==> src/rtl/pam_pwm_tx.sv <==
module pam_pwm_tx #(
  parameter int PHASES   = 16,
  parameter int DUTY_MIN = 8,
  parameter int DUTY_MAX = 12,
  localparam int PW = $clog2(PHASES),
  localparam int DW = $clog2(PHASES + 1),
  localparam int NL = 3
) (
  input  logic          clk,
  input  logic          rst,
  input  logic          sym_valid,
  input  logic          sym_msb,
  input  logic          sym_lsb,
  output logic          sym_ready,
  input  logic [DW-1:0] duty_cfg,
  input  logic          two_level,
  input  logic          pe_off,
  output logic [NL-1:0] lanes,
  output logic [2:0]    level,
  output logic [PW-1:0] ui_phase
);

  logic [PW-1:0] ph;
  logic [1:0]    idx_q;
  logic [DW-1:0] duty_q;
  logic          pe_off_q;
  logic          two_q;

  wire last = (ph == PW'(PHASES - 1));

  wire       m_eff = sym_valid & sym_msb;
  wire       l_eff = sym_valid & ~two_level & sym_lsb;
  wire [1:0] idx_n = {m_eff, m_eff ^ l_eff};

  logic [DW-1:0] duty_n;
  always_comb begin
    if (duty_cfg < DW'(DUTY_MIN))      duty_n = DW'(DUTY_MIN);
    else if (duty_cfg > DW'(DUTY_MAX)) duty_n = DW'(DUTY_MAX);
    else                               duty_n = duty_cfg;
  end

  always_ff @(posedge clk) begin
    if (rst) begin
      ph       <= '0;
      idx_q    <= 2'd0;
      duty_q   <= DW'(DUTY_MIN);
      pe_off_q <= 1'b1;
      two_q    <= 1'b0;
    end else begin
      ph <= last ? '0 : ph + 1'b1;
      if (last) begin
        idx_q    <= idx_n;
        duty_q   <= duty_n;
        pe_off_q <= pe_off;
        two_q    <= two_level;
      end
    end
  end

  logic [NL-1:0] therm;
  for (genvar i = 0; i < NL; i++) begin : g_lane
    assign therm[i] = (idx_q > 2'(i));
  end

  wire       hi   = pe_off_q | (DW'(ph) < duty_q);
  wire [1:0] ones = hi ? idx_q : 2'd3 - idx_q;

  assign lanes     = hi ? therm : ~therm;
  assign level     = {ones, 1'b0} + 3'b101;
  assign sym_ready = last;
  assign ui_phase  = ph;

endmodule

==> config.mk <==
export PLATFORM = sky130hd
export DESIGN_NAME = pam_pwm_tx
export DESIGN_NICKNAME = d
export VERILOG_FILES = /design/src/rtl/pam_pwm_tx.sv
export SDC_FILE = /design/constraint.sdc
export NUM_CORES = 1
export LEC_CHECK = 0
export BUFFER_PORTS_ARGS = -buffer_cell sky130_fd_sc_hd__buf_2
export CORE_MARGIN = 5
export CORE_UTILIZATION = 52
export DETAILED_ROUTE_END_ITERATION = 8
export PLACE_DENSITY_LB_ADDON = 0.08
export SKIP_CTS_REPAIR_TIMING = 1
export SLEW_MARGIN = 25
export SYNTH_ARGS = -nofsm -noshare
export SYNTH_HDL_FRONTEND = slang
export SYNTH_SLANG_ARGS = --single-unit
==> constraint.sdc <==
create_clock -name clk -period 3.1 [get_ports clk]
set_input_delay 0.62 -clock clk [delete_from_list [all_inputs] [get_ports clk]]
set_output_delay 0.62 -clock clk [all_outputs]
set_load 0.01 [all_outputs]
==> flow_metrics.py <==
metrics = {
    "outcome": {
        "outcome": "finished, final reports clean",
    },
    "routing": {
        "num_vias": 678,
        "vias_per_cell": 5.381,
        "dr.first_iter.drc_count": 22,
        "drt.antenna.violating_nets": 0,
        "drt_first_pass_iters": 4,
        "remaining_drc_errors": 0,
        "drt-wirelength-per-cell_um": 11.60,
        "wirelength_mm": 1.461,
    },
    "logic_synthesis": {
        "synth_top_family_by_area": "simple AND/OR/NAND/NOR gates",
        "syn_nets": 108,
        "yosysUniqueCellTypes": 36,
        "synthSimpleGateAreaFrac": 0.3255,
        "synth_compound_area_frac": 0.1686,
        "synth_mux_area_frac": 0.01336,
        "async_flop_share": 0,
        "synth-seq-cells": 12,
        "synth-edff-count": 0,
        "synth_top_flop_cell": "dfxtp_1",
        "synth-seq-area-share": 0.3205,
        "synth.avg_cell_area_um2": 8.146,
        "syn_inst": 92,
        "netlist_area_um2": 749.5,
        "synth_xor_area_frac": 0.02337,
        "ys_warn_count": 0,
        "yosys.area_share.adder": 0.06678,
    },
    "timing": {
        "layout_worst_path_cycle_share": 0.8454,
        "setup_viol": 0,
        "rsz0062_at_grt": "false",
        "finalHoldViolCount": 0,
        "fmax_mhz": 381.6,
        "hold_ws_ps": 451.6,
        "skew_ps": 3.168,
        "final.min_clock_period_ps": 2621,
        "maxSlewViolCount": 0,
        "fin_tns_setup_ps": 0,
    },
    "layout": {
        "drive_above_1_share": 0.2703,
        "areaGrowthSynthToFinish_pct": 16.69,
        "layout.nets": 128,
        "final_cell_mix": "21 x buf_2, 12 x dfxtp_1, 8 x nand2_1",
        "final_util": 0.6557,
        "fill_cells": 126,
        "final_common_cell": "buf_2",
        "diodes": 0,
    },
    "pwr": {
        "switching_share": 0.2297,
        "internal-power_mw": 0.2465,
        "p_per_area_nw_per_um2": 365.9,
        "power_switching_mw": 0.07349,
        "ir_drop_mv": 0.2951,
        "combPwrFrac": 0.111,
        "power_frac_seq": 0.508,
        "clkPwrFrac": 0.382,
        "p_leak_nw": 0.3700,
    },
    "clock_network": {
        "clock-root-buffer": "clkbuf_4",
        "cts_sinks": 12,
        "cts_tree": "done",
        "clkTransAtPathRegs_ps": 70,
        "clock_latency_ps": 270,
        "cts_buffers": 3,
        "cts_max_level": 1,
        "clockBufferDepth": 2,
    },
    "placement": {
        "gp_congestion": 0.7100,
        "port_buffers": 21,
        "dpl.hpwl_mm": 1.135,
    },
    "floorplanning": {
        "start_util": 0.5619,
        "die_w_um": 47.97,
        "fp.dieArea_um2": 2301,
        "die_y_um": 47.97,
        "ios": 23,
        "coreArea_um2": 1334,
        "fp-row-count": 13,
    },
    "critical_path": {
        "worstPathMaxFanout": 7,
        "worstRegToRegCells": 4,
        "required_ps": 2480,
        "crit_type": "reg -> out",
        "crit_arrival_ps": 2000,
        "cp-endpoint": "level[2]",
        "end_kind": "primary output",
        "slowest_stage": "dfxtp_1",
        "r2r_end": "duty_q[2]",
        "r2r-start": "ui_phase[0]",
        "cp_cell_sequence": "ha_1 > a21o_1 > a31oi_2 > mux2i_1 > and2_1 > buf_2",
        "start_kind": "flop",
        "critPathMaxStageDelay_ps": 450,
        "ff2ff_setup_slack_ps": 1600,
        "crit_start": "ui_phase[2]",
    },
    "grt": {
        "grt_pass1_vias": 561,
        "grt-ovfl-total": 0,
        "grt_pass1_wl_mm": 2.346,
        "grt_start_max_net_pins": 13,
        "grt.total_usage": 0.1459,
        "antenna_found_initial": 0,
    },
    "flow_run": {
        "maxCapViolations": 0,
    },
    "min_path": {
        "hold_path_class": "reg -> reg",
    },
}
==> layout make-up <==
| type | instances | area, µm² | share of cell area |
|---|---|---|---|
| multi-input combinational | 68 | 451.7 | 0.5165 |
| tap | 15 | 18.77 | 0.02146 |
| sequential | 12 | 240.2 | 0.2747 |
| timing repair buffer | 21 | 105.1 | 0.1202 |
| inverter | 6 | 22.52 | 0.02575 |
| clock buffer | 4 | 36.28 | 0.04149 |
==> power groups by stage <==
stage / Sequential, mW / Clock, mW / Combinational [mW]
2_1_floorplan: 0.167 / 0 / 0.0213
3_3_place_gp: 0.166 / 0 / 0.0351
3_5_place_dp: 0.166 / 0 / 0.0354
4_1_cts: 0.162 / 0.127 / 0.0357
5_1_grt: 0.163 / 0.140 / 0.0394
6_report: 0.162 / 0.122 / 0.0355
==> routing by layer <==
| layer | routed length, µm | track usage | vias up |
|---|---|---|---|
| li1 | - | - | 365 |
| met1 | 716 | 0.2035 | 289 |
| met2 | 617 | 0.2032 | 24 |
| met3 | 127 | 0.05639 | 0 |
| met4 | 0 | 0.04839 | 0 |
| met5 | 0 | 0 | - |
==> synth_stat cells, types with 2 or more instances <==
cell      instances  area share
a22oi_1           2       0.020
xnor2_1           2       0.023
a211oi_1          5       0.050
nand3_1           4       0.027
nor3b_1           6       0.060
nand2_1           8       0.040
ha_1              4       0.067
nand3b_1          3       0.030
dfxtp_1          12        0.32
o21ai_0           2       0.013
nand2b_1          2       0.017
a21oi_1           4       0.027
inv_1             5       0.025
nor2_1            7       0.035
clkbuf_1          3       0.015
nor3_1            3       0.020
==> worst max-delay path, delay by kind of cell, from the launching register on <==
kind | cells | cell delay, ps
fa+ha+maj | 1 | 290
flops | 1 | 450
mux | 1 | 250
buf+inv | 1 | 120
compound gates | 2 | 490
simple gates | 1 | 130
==> cell families after synthesis <==
group / Yosys count
and+or+nand+nor: 42
AOI/OAI and AO/OA: 18
DFF: 12
buffers and inverters: 12
adders and majority gates: 4
xor gates and xnor gates: 2
other: 1
muxes: 1
==> worst min path at each step <==
stage	from	end	slack, ps	cells after the start
4_1_cts	duty_q[3]	duty_q[3]	460	1
5_1_grt	duty_q[3]	duty_q[3]	480	1
6_report	duty_q[3]	duty_q[3]	450	1
3_3_place_gp	duty_q[3]	duty_q[3]	440	1
2_1_floorplan	duty_q[3]	duty_q[3]	420	1
3_5_place_dp	duty_q[3]	duty_q[3]	430	1
==> per-stage QoR <==
stage	instance area (µm²)	power (mW)	setup WS (ps)	cells
floorplan	749.5	0.1880	886.2	92
finish	874.6	0.3200	479.3	126
CTS	874.6	0.3249	476.8	126
detailed placement	838.3	0.2014	782.1	122
global placement	838.3	0.2007	810.7	122
global route	874.6	0.3424	327.9	126
==> registers in the layout (all words and copies together), names as in the netlist <==
signal    flops
idx_q         2
duty_q        5
pe_off_q      1
ui_phase      4
(Power assumes the default switching activity.)
